[src/rtl/dab_pkg.sv]
package dab_pkg;
  localparam int unsigned DW    = 32;
  localparam int unsigned NLANE = DW / 8;

  typedef enum logic [1:0] {ST_IDLE, ST_ADDR, ST_DATA, ST_RESP} st_e;

  localparam logic [1:0] HT_IDLE   = 2'b00;
  localparam logic [1:0] HT_NONSEQ = 2'b10;
  localparam logic [2:0] HB_SINGLE = 3'b000;

  localparam logic [2:0] SZ_BYTE = 3'd0;
  localparam logic [2:0] SZ_HALF = 3'd1;
  localparam logic [2:0] SZ_WORD = 3'd2;

  // register word indices (byte address bits 7:2)
  localparam logic [5:0] WI_CTRL  = 6'h00;
  localparam logic [5:0] WI_TADDR = 6'h01;
  localparam logic [5:0] WI_DATA  = 6'h03;
  localparam logic [5:0] WI_ROM   = 6'h3E;
  localparam logic [3:0] BANK_HI  = 4'h1;

  localparam logic [1:0] INC_SINGLE = 2'b01;

  typedef struct packed {
    logic       err;
    logic [1:0] incr;
    logic [2:0] size;
  } ctrl_t;

  function automatic logic [2:0] eff_size(input logic [2:0] s);
    return (s > SZ_WORD) ? SZ_WORD : s;
  endfunction
endpackage

[src/rtl/dab_lanes.sv]
module dab_lanes
  import dab_pkg::*;
(
  input  logic [2:0]    wr_size,
  input  logic [DW-1:0] wr_val,
  output logic [DW-1:0] wr_rep,
  input  logic [2:0]    rd_size,
  input  logic [1:0]    rd_off,
  input  logic [DW-1:0] bus_val,
  output logic [DW-1:0] rd_val
);
  logic [7:0] lane_b [NLANE];

  for (genvar g = 0; g < NLANE; g++) begin : g_lane
    assign lane_b[g] = bus_val[8*g +: 8];
  end

  // write side: copy the narrow value onto every lane it may land on
  always_comb begin
    for (int i = 0; i < NLANE; i++) begin
      case (wr_size)
        SZ_BYTE: wr_rep[8*i +: 8] = wr_val[7:0];
        SZ_HALF: wr_rep[8*i +: 8] = wr_val[8*(i%2) +: 8];
        default: wr_rep[8*i +: 8] = wr_val[8*i +: 8];
      endcase
    end
  end

  // read side: pick the addressed lanes and zero-extend
  always_comb begin
    rd_val = '0;
    case (rd_size)
      SZ_BYTE: rd_val[7:0]  = lane_b[rd_off];
      SZ_HALF: rd_val[15:0] = {lane_b[{rd_off[1], 1'b1}], lane_b[{rd_off[1], 1'b0}]};
      default: rd_val       = bus_val;
    endcase
  end
endmodule

[src/rtl/dab_regs.sv]
module dab_regs
  import dab_pkg::*;
#(
  parameter int unsigned ADDR_W = 32
) (
  input  logic              clk,
  input  logic              rst_n,
  input  logic              we_ctrl,
  input  logic              we_taddr,
  input  logic [DW-1:0]     wdata,
  input  logic              done,
  input  logic              done_err,
  input  logic              done_data,
  output ctrl_t             cfg_q,
  output logic [ADDR_W-1:0] taddr_q
);
  logic clear_err;
  logic step;
  logic unused_wbits;

  assign clear_err    = we_ctrl && wdata[8];
  assign step         = done && !done_err && done_data && (cfg_q.incr == INC_SINGLE);
  assign unused_wbits = ^{wdata[DW-1:9], wdata[7:6], wdata[3]};

  always_ff @(posedge clk or negedge rst_n) begin
    if (!rst_n) begin
      cfg_q   <= '0;
      taddr_q <= '0;
    end else begin
      if (we_ctrl) begin
        cfg_q.size <= wdata[2:0];
        cfg_q.incr <= wdata[5:4];
      end
      if (done && done_err)  cfg_q.err <= 1'b1;
      else if (clear_err)    cfg_q.err <= 1'b0;

      if (we_taddr)  taddr_q <= wdata[ADDR_W-1:0];
      else if (step) taddr_q <= taddr_q + (ADDR_W'(1) << eff_size(cfg_q.size));
    end
  end

  AST_BANK_KEEPS_ADDR: assert property (@(posedge clk) disable iff (!rst_n) (done && !done_data) |=> $stable(taddr_q)) else $error("banked access moved the target address");
  AST_NO_STEP_WHEN_OFF: assert property (@(posedge clk) disable iff (!rst_n) (done && !we_taddr && cfg_q.incr != INC_SINGLE) |=> $stable(taddr_q)) else $error("address stepped with increment off");
  AST_ERR_STICKY: assert property (@(posedge clk) disable iff (!rst_n) (cfg_q.err && !clear_err) |=> cfg_q.err) else $error("error flag dropped");
endmodule

[src/rtl/dab_master.sv]
module dab_master
  import dab_pkg::*;
#(
  parameter int unsigned ADDR_W = 32
) (
  input  logic              clk,
  input  logic              rst_n,
  input  logic              req_valid,
  input  logic              req_write,
  input  logic              req_bus,
  input  logic              req_data,
  input  logic [ADDR_W-1:0] bus_addr,
  input  logic [2:0]        bus_size,
  input  logic [DW-1:0]     bus_wdata,
  input  logic [DW-1:0]     reg_rdata,
  input  logic [DW-1:0]     rd_ext,
  output logic              req_ready,
  output logic              busy,
  input  logic              rsp_ready,
  output logic              rsp_valid,
  output logic [DW-1:0]     rsp_rdata,
  output logic              rsp_err,
  output logic [ADDR_W-1:0] haddr,
  output logic [1:0]        htrans,
  output logic              hwrite,
  output logic [2:0]        hsize,
  output logic [DW-1:0]     hwdata,
  input  logic              hready,
  input  logic              hresp,
  output logic [2:0]        lat_size,
  output logic [1:0]        lat_off,
  output logic              done,
  output logic              done_err,
  output logic              done_data
);
  st_e  state_q;
  logic data_q;

  assign req_ready = (state_q == ST_IDLE);
  assign busy      = (state_q == ST_ADDR) || (state_q == ST_DATA);
  assign rsp_valid = (state_q == ST_RESP);
  assign htrans    = (state_q == ST_ADDR) ? HT_NONSEQ : HT_IDLE;
  assign done      = (state_q == ST_DATA) && hready;
  assign done_err  = hresp;
  assign done_data = data_q;
  assign lat_size  = hsize;
  assign lat_off   = haddr[1:0];

  always_ff @(posedge clk or negedge rst_n) begin
    if (!rst_n) begin
      state_q   <= ST_IDLE;
      data_q    <= 1'b0;
      haddr     <= '0;
      hwrite    <= 1'b0;
      hsize     <= SZ_WORD;
      hwdata    <= '0;
      rsp_rdata <= '0;
      rsp_err   <= 1'b0;
    end else begin
      case (state_q)
        ST_IDLE: if (req_valid) begin
          if (req_bus) begin
            haddr   <= bus_addr;
            hwrite  <= req_write;
            hsize   <= bus_size;
            hwdata  <= bus_wdata;
            data_q  <= req_data;
            state_q <= ST_ADDR;
          end else begin
            rsp_rdata <= req_write ? '0 : reg_rdata;
            rsp_err   <= 1'b0;
            state_q   <= ST_RESP;
          end
        end
        ST_ADDR: if (hready) state_q <= ST_DATA;
        ST_DATA: if (hready) begin
          rsp_err   <= hresp;
          rsp_rdata <= (hwrite || hresp) ? '0 : rd_ext;
          state_q   <= ST_RESP;
        end
        default: if (rsp_ready) state_q <= ST_IDLE;
      endcase
    end
  end

  AST_ADDR_PHASE_HELD: assert property (@(posedge clk) disable iff (!rst_n) (htrans == HT_NONSEQ && !hready) |=> (htrans == HT_NONSEQ && $stable(haddr))) else $error("address phase not held");
  AST_SINGLE_NONSEQ: assert property (@(posedge clk) disable iff (!rst_n) (htrans == HT_NONSEQ && hready) |=> (htrans == HT_IDLE)) else $error("second address phase issued");
  AST_RSP_HELD: assert property (@(posedge clk) disable iff (!rst_n) (rsp_valid && !rsp_ready) |=> (rsp_valid && $stable(rsp_rdata) && $stable(rsp_err))) else $error("response changed under back-pressure");
  AST_BUSY_BLOCKS: assert property (@(posedge clk) disable iff (!rst_n) (busy && !hready) |=> busy) else $error("busy dropped during wait state");
endmodule

[src/rtl/dab_bridge.sv]
module dab_bridge
  import dab_pkg::*;
#(
  parameter int unsigned ADDR_W   = 32,
  parameter logic [31:0] ROM_BASE = 32'h1000_0003
) (
  input  logic              clk,
  input  logic              rst_n,
  input  logic              dbg_req_valid,
  output logic              dbg_req_ready,
  input  logic              dbg_req_write,
  input  logic [7:2]        dbg_req_addr,
  input  logic [31:0]       dbg_req_wdata,
  output logic              dbg_rsp_valid,
  input  logic              dbg_rsp_ready,
  output logic [31:0]       dbg_rsp_rdata,
  output logic              dbg_rsp_err,
  output logic              busy,
  output logic [ADDR_W-1:0] haddr,
  output logic [1:0]        htrans,
  output logic              hwrite,
  output logic [2:0]        hsize,
  output logic [2:0]        hburst,
  output logic [31:0]       hwdata,
  input  logic [31:0]       hrdata,
  input  logic              hready,
  input  logic              hresp
);
  ctrl_t             cfg_q;
  logic [ADDR_W-1:0] taddr_q;
  logic              fire, is_bank, is_data, is_bus;
  logic [ADDR_W-1:0] bus_addr;
  logic [2:0]        bus_size, lat_size;
  logic [1:0]        lat_off;
  logic [DW-1:0]     bus_wdata, rd_ext, reg_rdata;
  logic              done, done_err, done_data;

  assign hburst   = HB_SINGLE;
  assign fire     = dbg_req_valid && dbg_req_ready;
  assign is_bank  = (dbg_req_addr[7:4] == BANK_HI);
  assign is_data  = (dbg_req_addr == WI_DATA);
  assign is_bus   = is_bank || is_data;
  assign bus_addr = is_bank ? {taddr_q[ADDR_W-1:4], dbg_req_addr[3:2], 2'b00} : taddr_q;
  assign bus_size = is_bank ? SZ_WORD : eff_size(cfg_q.size);

  always_comb begin
    reg_rdata = '0;
    case (dbg_req_addr)
      WI_CTRL: begin
        reg_rdata[2:0] = cfg_q.size;
        reg_rdata[5:4] = cfg_q.incr;
        reg_rdata[8]   = cfg_q.err;
      end
      WI_TADDR: reg_rdata[ADDR_W-1:0] = taddr_q;
      WI_ROM:   reg_rdata = ROM_BASE;
      default:  reg_rdata = '0;
    endcase
  end

  dab_regs #(.ADDR_W(ADDR_W)) u_regs (
    .clk       (clk),
    .rst_n     (rst_n),
    .we_ctrl   (fire && dbg_req_write && dbg_req_addr == WI_CTRL),
    .we_taddr  (fire && dbg_req_write && dbg_req_addr == WI_TADDR),
    .wdata     (dbg_req_wdata),
    .done      (done),
    .done_err  (done_err),
    .done_data (done_data),
    .cfg_q     (cfg_q),
    .taddr_q   (taddr_q)
  );

  dab_lanes u_lanes (
    .wr_size (bus_size),
    .wr_val  (dbg_req_wdata),
    .wr_rep  (bus_wdata),
    .rd_size (lat_size),
    .rd_off  (lat_off),
    .bus_val (hrdata),
    .rd_val  (rd_ext)
  );

  dab_master #(.ADDR_W(ADDR_W)) u_master (
    .clk       (clk),
    .rst_n     (rst_n),
    .req_valid (dbg_req_valid),
    .req_write (dbg_req_write),
    .req_bus   (is_bus),
    .req_data  (is_data),
    .bus_addr  (bus_addr),
    .bus_size  (bus_size),
    .bus_wdata (bus_wdata),
    .reg_rdata (reg_rdata),
    .rd_ext    (rd_ext),
    .req_ready (dbg_req_ready),
    .busy      (busy),
    .rsp_ready (dbg_rsp_ready),
    .rsp_valid (dbg_rsp_valid),
    .rsp_rdata (dbg_rsp_rdata),
    .rsp_err   (dbg_rsp_err),
    .haddr     (haddr),
    .htrans    (htrans),
    .hwrite    (hwrite),
    .hsize     (hsize),
    .hwdata    (hwdata),
    .hready    (hready),
    .hresp     (hresp),
    .lat_size  (lat_size),
    .lat_off   (lat_off),
    .done      (done),
    .done_err  (done_err),
    .done_data (done_data)
  );

  AST_BANK_ADDR_WORD: assert property (@(posedge clk) disable iff (!rst_n) (fire && is_bank) |=> (htrans == HT_NONSEQ && hsize == SZ_WORD && haddr[3:0] == {$past(dbg_req_addr[3:2]), 2'b00} && haddr[ADDR_W-1:4] == $past(taddr_q[ADDR_W-1:4]))) else $error("banked transfer mis-formed");
  AST_DATA_ADDR: assert property (@(posedge clk) disable iff (!rst_n) (fire && is_data) |=> (htrans == HT_NONSEQ && haddr == $past(taddr_q))) else $error("data transfer address wrong");
  AST_ACCEPT_WHILE_IDLE: assert property (@(posedge clk) disable iff (!rst_n) (busy || dbg_rsp_valid) |-> !dbg_req_ready) else $error("request accepted while occupied");
endmodule

[config.mk]
export PLATFORM = sky130hd
export DESIGN_NAME = dab_bridge
export DESIGN_NICKNAME = d
export VERILOG_FILES = /design/src/rtl/dab_pkg.sv /design/src/rtl/dab_lanes.sv /design/src/rtl/dab_regs.sv /design/src/rtl/dab_master.sv /design/src/rtl/dab_bridge.sv
export SDC_FILE = /design/constraint.sdc
export NUM_CORES = 1
export LEC_CHECK = 0
export BUFFER_PORTS_ARGS = -buffer_cell sky130_fd_sc_hd__buf_4
export CAP_MARGIN = 10
export CORE_AREA = 2 2 121 123
export CTS_CLUSTER_DIAMETER = 30
export DETAILED_ROUTE_END_ITERATION = 8
export DIE_AREA = 0 0 123 125
export HOLD_SLACK_MARGIN = 0.02
export PLACE_DENSITY = 0.8
export SYNTH_ARGS = -nofsm -noshare
export SYNTH_HDL_FRONTEND = slang
export SYNTH_SLANG_ARGS = --single-unit
export TNS_END_PERCENT = 20
[constraint.sdc]
create_clock -name clk -period 4.17 [get_ports clk]
set_clock_uncertainty 0.05 [all_clocks]
set_input_delay 0.417 -clock clk [delete_from_list [all_inputs] [get_ports clk]]
set_output_delay 0.417 -clock clk [all_outputs]
set_load 0.01 [all_outputs]
---- Word level (Yosys, flattened, before mapping) ----
Index checks and enable logic that the tools add are counted.
operators by class
  $add $sub $neg .......................... 1
  reductions and logical operators ........ 27
  multiplexer cells ....................... 45
  bitwise gates (word level) .............. 3
  magnitude comparators ................... 4
  eq/ne operators ......................... 14
  shifts and indexed selects .............. 1
operator list
  kind                                                                count
  32-bit two-way mux                                                  7
  8-bit two-way mux                                                   8
  32-bit case mux with 2 select lines                                 1
  8-bit binary-select mux with 2-bit select                           3
  8-bit case mux with 2 select lines                                  3
  23-bit case mux with 2 select lines                                 1
  32-bit adder                                                        1
  1-bit by 3-bit << shifter with 32-bit output, first input constant  1
  16-bit two-way mux                                                  1
  2-bit two-way mux                                                   7
  1-bit logical AND                                                   10
  3-bit greater-or-equal comparator, second input constant            3
  2-bit inverter with 3-bit output                                    3
  3-bit case mux with 3 select lines                                  1
  2-bit inequality test, second input constant                        4
  4-bit AND reduction                                                 2
  3-bit by 1-bit == test with 1-bit output, second input constant     2
  6-bit by 1-bit == test with 1-bit output, second input constant     1
  6-bit by 2-bit == test with 1-bit output, second input constant     1
  6-bit == test, second input constant                                1
  3-bit logical NOT                                                   2
  6-bit logical NOT                                                   1
  1-bit two-way mux                                                   6
  3-bit two-way mux                                                   2
  15 further kinds                                                    23
word-level totals
  register bits ........................... 142
  word-level logic and storage cells ...... 107
  input bits .............................. 77
  output and inout port bits .............. 109

---- Depth between registers and ports, before layout ----
Gate-level depths: netlist of the first run.
  depth in word-level cells ............... 8
  depth in mapped cells ................... 11
  mapped depth without buffers ............ 10

---- By module ----
Synthesis of the first run repeated with hierarchy kept, for this count alone.
second synthesis, totals
  cells, all modules ...................... 762
  area total of the unflattened synthesis .. 8,498.2 µm²
modules (own cells, without submodules)
  module      instances  area an instance (µm²)  cells an instance  seq. area each (µm²)
  dab_master  1          4,508.1                 290                2,603.7
  dab_regs    1          2,471.1                 263                950.9
  dab_lanes   1          1,051.0                 144                0.0
  dab_bridge  1          467.9                   65                 0.0

---- Worst setup path before layout of the first run ----
No wires, ideal clock.
  path type ............................... reg2reg
  start ................................... reg u_regs.cfg_q[0] (netlist name)
  end ..................................... reg u_regs.taddr_q[28]
  path buffers ............................ 2
  setup time .............................. 0.082 ns
  period minus slack after synthesis ...... 2.693 ns
  cell stages (with the launch flop) ...... 11
  setup slack ............................. 1.477 ns
  data required time ...................... 4.038 ns
  data arrival time ....................... 2.561 ns
  cell sequence ........................... dfrtp_1 > clkbuf_1 > nor2_1 > ha_1 > fa_1 > nand3_1 > a211o_1 > and2_1 > buf_2 > or4_1 > a31oi_1
between the ends
  word-level cells in the longest chain between the ends .. 6
RTL lines
  what                                              RTL line        source
  3-bit by 2-bit > comparator with 1-bit output     dab_pkg.sv:31   return (s > SZ_WORD) ? SZ_WORD : s;
  3-bit two-way mux (*)                             dab_pkg.sv:31
  1-bit by 3-bit << shifter with 32-bit output (*)  dab_regs.sv:38  else if (step) taddr_q <= taddr_q + (ADDR_W'(1) << eff_size(cfg_q.size));
  32-bit adder (*)                                  dab_regs.sv:38
  32-bit two-way mux (*)                            dab_regs.sv:38
  32-bit two-way mux (*)                            dab_regs.sv:37  if (we_taddr) taddr_q <= wdata[ADDR_W-1:0];
  end signal: assignment                            dab_regs.sv:37
  end signal: assignment                            dab_regs.sv:38
  end: declaration                                  dab_regs.sv:15  output logic [ADDR_W-1:0] taddr_q
Mark *: on every way between the ends. The rest lies on a longest branch, timed or not. The select of a mux whose other input is x is not followed.
A chain may end at the register's enable or synchronous reset.

---- Worst setup path after layout of the first run ----
  start ................................... reg u_regs.cfg_q[2] (netlist name)
  end ..................................... reg u_regs.taddr_q[20]
between the ends
  word-level cells in the longest chain between the ends .. 6
RTL lines
  what                                              RTL line
  3-bit by 2-bit > comparator with 1-bit output     dab_pkg.sv:31
  3-bit two-way mux (*)                             dab_pkg.sv:31
  1-bit by 3-bit << shifter with 32-bit output (*)  dab_regs.sv:38
  32-bit adder (*)                                  dab_regs.sv:38
  32-bit two-way mux (*)                            dab_regs.sv:38
  32-bit two-way mux (*)                            dab_regs.sv:37
Marked as above.

==> impl_metrics.env, run 1 <==
export IMPL_period_minus_slack_ps=2900
export IMPL_h_tree_depth=4
export IMPL_grt_max_degree=101
export IMPL_dp_hpwl_mm=16.3
export IMPL_internal_power_mw=3.73
export IMPL_synth_edff_count=0
export IMPL_synth_seq_cells=142
export IMPL_total_power_mw=5.70
export IMPL_fin_crit_sh_pct=69.6
export IMPL_powerDensity_nw_per_um2=587
export IMPL_crit_type="reg2reg"
export IMPL_hold_viol_final=0
export IMPL_area_growth_pct=27.0
export IMPL_start_util_pct=53.8
export IMPL_startpoint_type="flop"
export IMPL_cts_tree="built"
export IMPL_slowest_stage="or4_1"
export IMPL_cts_root_buf="clkbuf_16"
export IMPL_r2r_start="u_regs.cfg_q[2]$_DFFE_PN0P_"
export IMPL_rows=44
export IMPL_outcome="completed"
export IMPL_cp_startpoint="u_regs.cfg_q[2]$_DFFE_PN0P_"
export IMPL_fmax_ghz=0.345
export IMPL_drt_wl_total_mm=23.3
export IMPL_path_depth=10
export IMPL_power_share_combinational_pct=34.4
export IMPL_wl_per_cell_um=19.2
export IMPL_route_detailed_drc=0
export IMPL_antenna_found_initial=0
export IMPL_numCtsBuffers=17
export IMPL_grt_overflow=0
export IMPL_ant_nets=0
export IMPL_synthTopCellsByArea="dfrtp_1 (46%), nand2_1 (9.7%), mux2i_1 (3.7%)"
export IMPL_clock_sinks=142
export IMPL_switching_share_pct=34.5
export IMPL_cap_violations=0
export IMPL_gp_congestion=0.903
export IMPL_yosysSeqAreaShare_pct=46.5
export IMPL_cts_hold_fix_buffers=1
export IMPL_grt_pass1_wl_mm=36.3
export IMPL_slew_headroom_pct=24.7
export IMPL_synth_simple_area_share_pct=21.1
export IMPL_r2r_end="u_regs.taddr_q[20]$_DFFE_PN0P_"
export IMPL_synth_compound_area_share_pct=18.5
export IMPL_synthCells=861
export IMPL_first_iter_violations=722
export IMPL_peakVddDrop_v=0.000398
export IMPL_ios=186
export IMPL_setup_tns_ps=0
export IMPL_clkPwrFrac_pct=28.9
export IMPL_vias=7241
export IMPL_tightest_slew_ps=1130
export IMPL_dieArea_um2=15400
export IMPL_final_max_slew_viol_count=0
export IMPL_fillCellCount=1131
export IMPL_core_area_um2=14200
export IMPL_grt_setup_unrepaired="false"
export IMPL_path_cells="nor2_1 > inv_1 > nor2_1 > ha_1 > fa_1 > nand3_1 > a211o_1 > and2_1 > or4_1 > a31oi_1"
export IMPL_switching_power_mw=1.97
export IMPL_reg2reg_slack_ps=1270
export IMPL_first_global_vias=6837
export IMPL_synthArstFlopShare_pct=100
export IMPL_dieWidth_um=123
export IMPL_r2r_cells=10
export IMPL_cp_max_fo=11
export IMPL_synth_top_area_cell="dfrtp_1"
export IMPL_clk_pin_slew_worst_paths_ps=60
export IMPL_n_antenna_cell=0
export IMPL_path_delay_family="simple AND/OR/NAND/NOR gates"
export IMPL_synth_cell_types=63
export IMPL_crit_top_cell="nor2_1"
export IMPL_required_ps=4470
export IMPL_portBuffers=181
export IMPL_post_cts_setup_buffers=0
export IMPL_synthAdderAreaFrac_pct=2.39
export IMPL_syn_area_um2=7650
export IMPL_arrival_ps=3200
export IMPL_cts_resized=0
export IMPL_chipHeight_um=125
export IMPL_timing_critical_path_to="u_regs.taddr_q[20]$_DFFE_PN0P_"
export IMPL_synth_area_mux_share_pct=5.28
export IMPL_clk_latency_ps=430
export IMPL_ys_warn_count=0
export IMPL_clk_path_buf_depth=2
export IMPL_post_synth_top_area_fraction_pct=46.1
export IMPL_drive_gt1_share_pct=24.4
export IMPL_synth_top_family_by_area="simple AND/OR/NAND/NOR gates"
export IMPL_hp_class="in2reg"
export IMPL_endpoint_kind="flop"
export IMPL_p_leak_nw=4.63
export IMPL_finalNetCount=1105
export IMPL_critPathMaxStageDelay_ps=530
export IMPL_power_share_sequential_pct=36.6
export IMPL_grt_use_total_pct=30.8
export IMPL_synth_xor_area_share_pct=1.95
export IMPL_dr_pass1_iters=6
export IMPL_critPathBufInv=1
export IMPL_via_per_inst=5.98
export IMPL_syn_area_per_cell_um2=8.88
export IMPL_synthFlopType="dfrtp_1"
export IMPL_setup_viol=0
metal layers:
layer	wire (um)	vias to the layer above	GRT usage (%)
met5	0	-	0
met4	737	0	12.1
met3	1830	67	6.02
met2	11600	335	50.7
met1	9130	3503	39.8
li1	-	3336	-
per-stage QoR:
stage	setup slack [ps]	hold WS, ps	instance area [um2]	cells	utilization [%]
after floorplan	1480	71.4	7680	869	-
after global placement	1360	410	9060	1178	63.8
after detailed placement	1300	414	9060	1178	63.8
after CTS	1300	150	9710	1211	68.4
after global routing	997	176	9710	1211	68.4
final	1270	160	9710	1211	68.4
synthesized netlist by cell type (10+ instances only):
cell type,number
o21ai_0,19
nor2_1,74
o21ai_1,35
dfrtp_1,141
a21oi_1,50
ha_1,13
buf_2,11
mux2_2,11
a22oi_1,23
o31ai_1,11
nand3_1,13
nor2b_1,10
nand2_1,198
mux2i_1,28
a31oi_1,25
xnor2_1,15
clkbuf_1,40
layout by cell type (no fill, tap or decap), drive strengths merged, types with 8 or more instances in the layout:
cell type / instances
a211oi: 9
a21oi: 50
a22o: 9
a22oi: 23
a31o: 9
a31oi: 25
and2: 8
buf: 189
clkbuf: 23
conb: 9
dfrtp: 141
ha: 13
inv: 9
mux2: 11
mux2i: 28
nand2: 198
nand3: 13
nand4: 8
nor2: 74
nor2b: 10
o21ai: 54
o221ai: 8
o31ai: 11
or4: 9
xnor2: 15
power by group through the flow:
stage / sequential [mW] / combinational (mW) / clock (mW)
final: 2.09 / 1.96 / 1.65
after global routing: 2.13 / 2.16 / 1.72
after CTS: 2.08 / 1.96 / 1.66
after detailed placement: 2.10 / 1.95 / 0
after global placement: 2.09 / 1.90 / 0
after floorplan: 2.16 / 0.964 / 0
flip-flops by register name, summed over array words and instances, names as in the netlist:
name / count
u_master.hwrite: 1
u_regs.taddr_q: 32
u_master.state_q: 2
u_master.done_data: 1
u_master.haddr: 32
u_master.rsp_rdata: 32
u_regs.cfg_q: 6
u_master.rsp_err: 1
u_master.hwdata: 32
u_master.hsize: 3
kinds of logic after synthesis:
group / Yosys count
mux: 39
buf+inv: 73
xor+xnor: 17
fa+ha+maj: 14
compound gates: 219
flops: 142
other cells: 1
simple gates: 356
final cells by class:
type	count	area [um2]	area share, %
multi-input cells	654	3820	39.3
flip-flops and latches	142	3550	36.6
repair buffers	190	1430	14.8
clock buffers	23	488	5.02
well taps	184	230	2.37
clock inverters	9	156	1.61
inverters	9	33.8	0.348
tightest hold or removal path: cells and delay by family:
family / cells / cell delay, ps
simple gates: 2 / 90
buf+inv: 1 / 90
how the worst min path moves through the flow:
| stage | startpoint | to | slack [ps] | depth (start not counted) |
|---|---|---|---|---|
| 6_report | dbg_req_write | u_master.hwrite$_DFFE_PN0P_ | 160 | 3 |
| 5_1_grt | dbg_req_wdata[16] | u_regs.taddr_q[16]$_DFFE_PN0P_ | 180 | 3 |
| 4_1_cts | dbg_req_wdata[23] | u_regs.taddr_q[23]$_DFFE_PN0P_ | 150 | 3 |
| 3_5_place_dp | u_master.hwdata[4]$_DFFE_PN0P_ | u_master.hwdata[4]$_DFFE_PN0P_ | 410 | 2 |
| 3_3_place_gp | u_master.haddr[24]$_DFFE_PN0P_ | u_master.haddr[24]$_DFFE_PN0P_ | 410 | 2 |
| 2_1_floorplan | rst_n | u_master.done_data$_DFFE_PN0P_ | 70 | 0 |
Power figures use the tool's default switching activity.
==> inputs of run 2 (changes only) <==
--- a/config.mk
+++ b/config.mk
@@ -7,12 +7,12 @@
 export LEC_CHECK = 0
 export BUFFER_PORTS_ARGS = -buffer_cell sky130_fd_sc_hd__buf_4
 export CAP_MARGIN = 10
-export CORE_AREA = 2 2 121 123
+export CORE_AREA = 2 2 123 125
 export CTS_CLUSTER_DIAMETER = 30
 export DETAILED_ROUTE_END_ITERATION = 8
-export DIE_AREA = 0 0 123 125
+export DIE_AREA = 0 0 125 127
 export HOLD_SLACK_MARGIN = 0.02
-export PLACE_DENSITY = 0.8
+export PLACE_DENSITY = 0.78
 export SYNTH_ARGS = -nofsm -noshare
 export SYNTH_HDL_FRONTEND = slang
 export SYNTH_SLANG_ARGS = --single-unit
==> constraint.sdc (replaced) <==
create_clock -name clk -period 3 [get_ports clk]
set_clock_uncertainty 0.05 [all_clocks]
set_input_delay 0.3 -clock clk [delete_from_list [all_inputs] [get_ports clk]]
set_output_delay 0.3 -clock clk [all_outputs]
set_load 0.01 [all_outputs]
==> run 2 against run 1 <==
Net effect: final cell count increased by 0.83%; sequential share of layout area decreased by 0.22 points; worst setup slack got worse by 1000 ps; critical endpoint is now u_regs.taddr_q[26]$_DFFE_PN0P_; largest cell class unchanged; highest routed layer unchanged.
==> impl_metrics.env, run 2 (same netlist as run 1, synthesis figures left out) <==
export IMPL_cap_violations=0
export IMPL_gp_congestion=0.917
export IMPL_cts_tree="built"
export IMPL_grt_pass1_wl_mm=35.9
export IMPL_p_leak_nw=4.67
export IMPL_finalNetCount=1115
export IMPL_critPathMaxStageDelay_ps=550
export IMPL_final_common_cell="nand2_1"
export IMPL_fmax_ghz=0.362
export IMPL_via_per_inst=5.80
export IMPL_final_cell_mix="nand2_1 (198), buf_4 (197), dfrtp_1 (141), nor2_1 (73), a21oi_1 (50)"
export IMPL_antenna_found_initial=0
export IMPL_required_ps=3290
export IMPL_peakVddDrop_v=0.000866
export IMPL_hold_viol_final=0
export IMPL_chipHeight_um=127
export IMPL_grt_setup_unrepaired="false"
export IMPL_critPathBufInv=1
export IMPL_n_antenna_cell=0
export IMPL_fin_crit_sh_pct=92.0
export IMPL_path_delay_family="simple AND/OR/NAND/NOR gates"
export IMPL_tightest_slew_ps=1020
export IMPL_clk_path_buf_depth=2
export IMPL_grt_use_total_pct=28.7
export IMPL_utilization_pct=67.7
export IMPL_crit_type="reg2reg"
export IMPL_ant_nets=0
export IMPL_wl_per_cell_um=18.8
export IMPL_h_tree_depth=4
export IMPL_cts_root_buf="clkbuf_16"
export IMPL_route_detailed_drc=0
export IMPL_grt_max_degree=101
export IMPL_area_growth_pct=27.8
export IMPL_grt_overflow=0
export IMPL_portBuffers=181
export IMPL_total_power_mw=7.86
export IMPL_dr_pass1_iters=5
export IMPL_slew_headroom_pct=32.1
export IMPL_dieArea_um2=15900
export IMPL_whs_ps=38.0
export IMPL_clk_latency_ps=430
export IMPL_endpoint_kind="flop"
export IMPL_first_iter_violations=641
export IMPL_clk_pin_slew_worst_paths_ps=60
export IMPL_powerDensity_nw_per_um2=804
export IMPL_hp_class="in2reg"
export IMPL_first_global_vias=6783
export IMPL_slowest_stage="or4_1"
export IMPL_start_util_pct=53.0
export IMPL_rows=44
export IMPL_arrival_ps=3050
export IMPL_drt_wl_total_mm=23.0
export IMPL_outcome="completed"
export IMPL_numCtsBuffers=17
export IMPL_setup_viol=0
export IMPL_setup_tns_ps=0
export IMPL_clock_sinks=142
export IMPL_core_area_um2=14400
export IMPL_cp_max_fo=11
export IMPL_vias=7084
export IMPL_dp_hpwl_mm=16.5
export IMPL_fillCellCount=1186
export IMPL_period_minus_slack_ps=2760
export IMPL_ios=186
export IMPL_startpoint_type="flop"
export IMPL_dieWidth_um=125
export IMPL_drive_gt1_share_pct=25.3
export IMPL_final_max_slew_viol_count=0
export IMPL_path_cells="nor2_2 > inv_1 > nor2_1 > ha_1 > fa_1 > nand3_1 > a211o_1 > and2_1 > or4_1 > a31oi_1"
run 2: cell count changes in the layout (fill, tap and decap cells not counted), sizes merged:
cell,before,now
buf,189,199
clkbuf,23,20
clkinvlp,0,3
run 2: path summary, 6_finish.rpt:
| path | from | to | slack [ps] | depth (start not counted) |
|---|---|---|---|---|
| hold reg to reg | u_master.haddr[27]$_DFFE_PN0P_ | u_master.haddr[27]$_DFFE_PN0P_ | 420 | 2 |
| setup reg to reg | u_regs.cfg_q[2]$_DFFE_PN0P_ | u_regs.taddr_q[26]$_DFFE_PN0P_ | 240 | 10 |
| setup / recovery | u_regs.cfg_q[2]$_DFFE_PN0P_ | u_regs.taddr_q[26]$_DFFE_PN0P_ | 240 | 10 |
| min in group asynchronous | rst_n | u_master.hwdata[26]$_DFFE_PN0P_ | 390 | 2 |
| max in group asynchronous | rst_n | u_regs.taddr_q[2]$_DFFE_PN0P_ | 1790 | 3 |
| hold / removal | dbg_req_write | u_master.hwrite$_DFFE_PN0P_ | 40 | 3 |
run 2: cell type report:
type                    instances  area (um2)  area share, %
flip-flops and latches        142        3550           36.4
well taps                     184         230           2.36
repair buffers                200        1520           15.6
multi-input cells             654        3820           39.1
inverters                       9        33.8          0.346
clock inverters                12         168           1.72
clock buffers                  20         447           4.57
run 2: power breakdown:
group	switching [mW]	internal [mW]	total, mW
Sequential	0.414	2.46	2.88
Clock	0.824	1.41	2.23
Combinational	1.50	1.26	2.75
run 2: layer usage:
layer  global-route usage (%)  vias up  share of wire [%]
met5                        0        -                  0
met1                     36.8     3421                 41
met3                     5.15       39                5.8
met2                     48.9      269                 50
li1                         -     3355                  -
met4                     10.7        0                2.3
run 2: tightest hold or removal path, stage by stage:
cell and delay, ps:
buf_4 90, nand2_1 40, nand2_1 50
run 2: per-stage QoR:
stage | area, um2 | worst slack (ps) | instances
3_3_place_gp | 9150 | 369 | 1188
5_1_grt | 9770 | 75.8 | 1221
3_5_place_dp | 9150 | 244 | 1188
2_1_floorplan | 7680 | 307 | 869
6_report | 9770 | 240 | 1221
4_1_cts | 9770 | 202 | 1221
run 2: repair_timing:
action	CTS	global route
hold buffers	1	0
endpoints found under the hold margin	63	0
gates resized for setup	0	1
setup endpoints to repair	0	3
setup buffers	0	0
==> inputs of run 3 (changes only) <==
--- a/config.mk
+++ b/config.mk
@@ -11,8 +11,9 @@
 export CTS_CLUSTER_DIAMETER = 30
 export DETAILED_ROUTE_END_ITERATION = 8
 export DIE_AREA = 0 0 125 127
+export GPL_ROUTABILITY_DRIVEN = 0
 export HOLD_SLACK_MARGIN = 0.02
-export PLACE_DENSITY = 0.78
+export PLACE_DENSITY = 0.81
 export SYNTH_ARGS = -nofsm -noshare
 export SYNTH_HDL_FRONTEND = slang
 export SYNTH_SLANG_ARGS = --single-unit
==> run 3 against run 2 <==
Net effect: via count up 2.3%; power decreased by 1.4%; largest power group unchanged; clock power is 6% lower; combinational power is essentially flat.
==> impl_metrics.env, run 3 (same netlist as run 1, synthesis figures left out) <==
export IMPL_power_share_sequential_pct=37.4
export IMPL_dp_cells=1187
export IMPL_crit_type="reg2reg"
export IMPL_wl_per_cell_um=19.1
export IMPL_clkPwrFrac_pct=27.1
export IMPL_drt_wl_total_mm=23.3
export IMPL_grt_use_total_pct=29.3
export IMPL_finalNetCount=1114
export IMPL_power_share_combinational_pct=35.5
export IMPL_final_cell_mix="nand2_1 (198), buf_4 (196), dfrtp_1 (141), nor2_1 (73), a21oi_1 (50)"
export IMPL_rows=44
export IMPL_antenna_found_initial=0
export IMPL_start_util_pct=53.0
export IMPL_chipHeight_um=127
export IMPL_clk_latency_ps=430
export IMPL_dieArea_um2=15900
export IMPL_numCtsBuffers=17
export IMPL_layoutNonFillerInstCount=1219
export IMPL_cts_root_buf="clkbuf_16"
export IMPL_fin_crit_sh_pct=91.4
export IMPL_final_max_slew_viol_count=0
export IMPL_fin_area_um2=9730
export IMPL_fillCellCount=1179
export IMPL_fmax_ghz=0.365
export IMPL_core_area_um2=14400
export IMPL_clk_path_buf_depth=2
export IMPL_route_detailed_drc=0
export IMPL_drive_gt1_share_pct=24.9
export IMPL_hold_viol_final=0
export IMPL_ios=186
export IMPL_area_growth_pct=27.2
export IMPL_dp_hpwl_mm=16.4
export IMPL_endpoint_kind="flop"
export IMPL_n_antenna_cell=0
export IMPL_switching_power_mw=2.73
export IMPL_clk_pin_slew_worst_paths_ps=60
export IMPL_grt_setup_unrepaired="false"
export IMPL_period_minus_slack_ps=2740
export IMPL_cap_violations=0
export IMPL_portBuffers=181
export IMPL_first_global_vias=6818
export IMPL_dr_pass1_iters=5
export IMPL_final_common_cell="nand2_1"
export IMPL_reg2reg_slack_ps=260
export IMPL_via_per_inst=5.95
export IMPL_peakVddDrop_v=0.000871
export IMPL_switching_share_pct=35.2
export IMPL_startpoint_type="flop"
export IMPL_grt_overflow=0
export IMPL_dp_slack_ps=280
export IMPL_grt_pass1_wl_mm=36.6
export IMPL_required_ps=3300
export IMPL_vias=7249
export IMPL_cp_max_fo=11
export IMPL_cts_tree="built"
export IMPL_dieWidth_um=125
export IMPL_internal_power_mw=5.02
export IMPL_hp_class="in2reg"
export IMPL_utilization_pct=67.4
export IMPL_outcome="completed"
export IMPL_h_tree_depth=4
export IMPL_slew_headroom_pct=31.5
export IMPL_first_iter_violations=805
export IMPL_ant_nets=0
export IMPL_powerDensity_nw_per_um2=796
export IMPL_p_leak_nw=4.65
export IMPL_worst_slack_ps=257
export IMPL_arrival_ps=3040
export IMPL_setup_viol=0
export IMPL_setup_tns_ps=0
export IMPL_grt_max_degree=101
export IMPL_clock_sinks=142
export IMPL_tightest_slew_ps=1030
export IMPL_place_area_um2=9140
run 3: cell types whose count changed in the layout (fill, tap and decap cells not counted):
cell,delta
buf_4,-1
bufinv_16,-2
clkbuf_1,+2
clkbuf_8,+3
clkinv_2,-2
clkinvlp_4,-2
run 3: power by group through the flow:
stage,Sequential (mW),Combinational (mW),Clock (mW)
global route,2.95,3.02,2.20
CTS,2.89,2.75,2.11
floorplan,3.00,1.34,0
global placement,2.90,2.65,0
finish,2.90,2.75,2.10
detailed placement,2.91,2.72,0
run 3: stage by stage:
stage | hold WS, ps | power, mW
global placement | 325 | 5.55
global route | 38.2 | 8.17
floorplan | -45.6 | 4.34
CTS | 22.3 | 7.75
detailed placement | 323 | 5.64
finish | 34.0 | 7.75
run 3: what timing repair did:
action	in CTS	in global routing
hold buffers	1	0
buffers inserted	0	0
setup endpoints to repair	0	2
hold endpoints to repair	71	0
gates resized for setup	0	1
run 3: path summary, 6_finish.rpt:
check                                               startpoint                            endpoint  cells after the start
worst max-delay path               u_regs.cfg_q[2]$_DFFE_PN0P_      u_regs.taddr_q[30]$_DFFE_PN0P_                     10
worst max register to register     u_regs.cfg_q[2]$_DFFE_PN0P_      u_regs.taddr_q[30]$_DFFE_PN0P_                     10
max in group asynchronous                                rst_n       u_master.hsize[1]$_DFFE_PN1P_                      3
worst min-delay path                             dbg_req_write         u_master.hwrite$_DFFE_PN0P_                      3
worst min register to register  u_master.haddr[26]$_DFFE_PN0P_      u_master.haddr[26]$_DFFE_PN0P_                      2
min in group asynchronous                                rst_n  u_master.rsp_rdata[30]$_DFFE_PN0P_                      2
run 3: worst max-delay path, cell delays in order (launching register included):
cell and delay (ps):
dfrtp_1 400, nor2_2 190, inv_1 80, nor2_1 110, ha_1 190, fa_1 210, nand3_1 150, a211o_1 320
and2_1 250, or4_1 530, a31oi_1 170
run 3: layout make-up:
| class | instances | area [um2] | area share (%) |
|---|---|---|---|
| tap | 184 | 230 | 2.37 |
| timing repair buffer | 199 | 1510 | 15.5 |
| inverter | 9 | 33.8 | 0.347 |
| sequential | 142 | 3550 | 36.5 |
| multi-input combinational | 654 | 3820 | 39.3 |
| clock inverter | 6 | 82.6 | 0.849 |
| clock buffer | 25 | 495 | 5.09 |
run 3: per-layer routing:
metal	vias to the layer above	part of all wire (%)	GRT usage, %
li1	3354	-	-
met1	3531	40	37.5
met2	309	51	50.1
met3	55	6.4	4.94
met4	0	2.8	11.4
met5	-	0	0
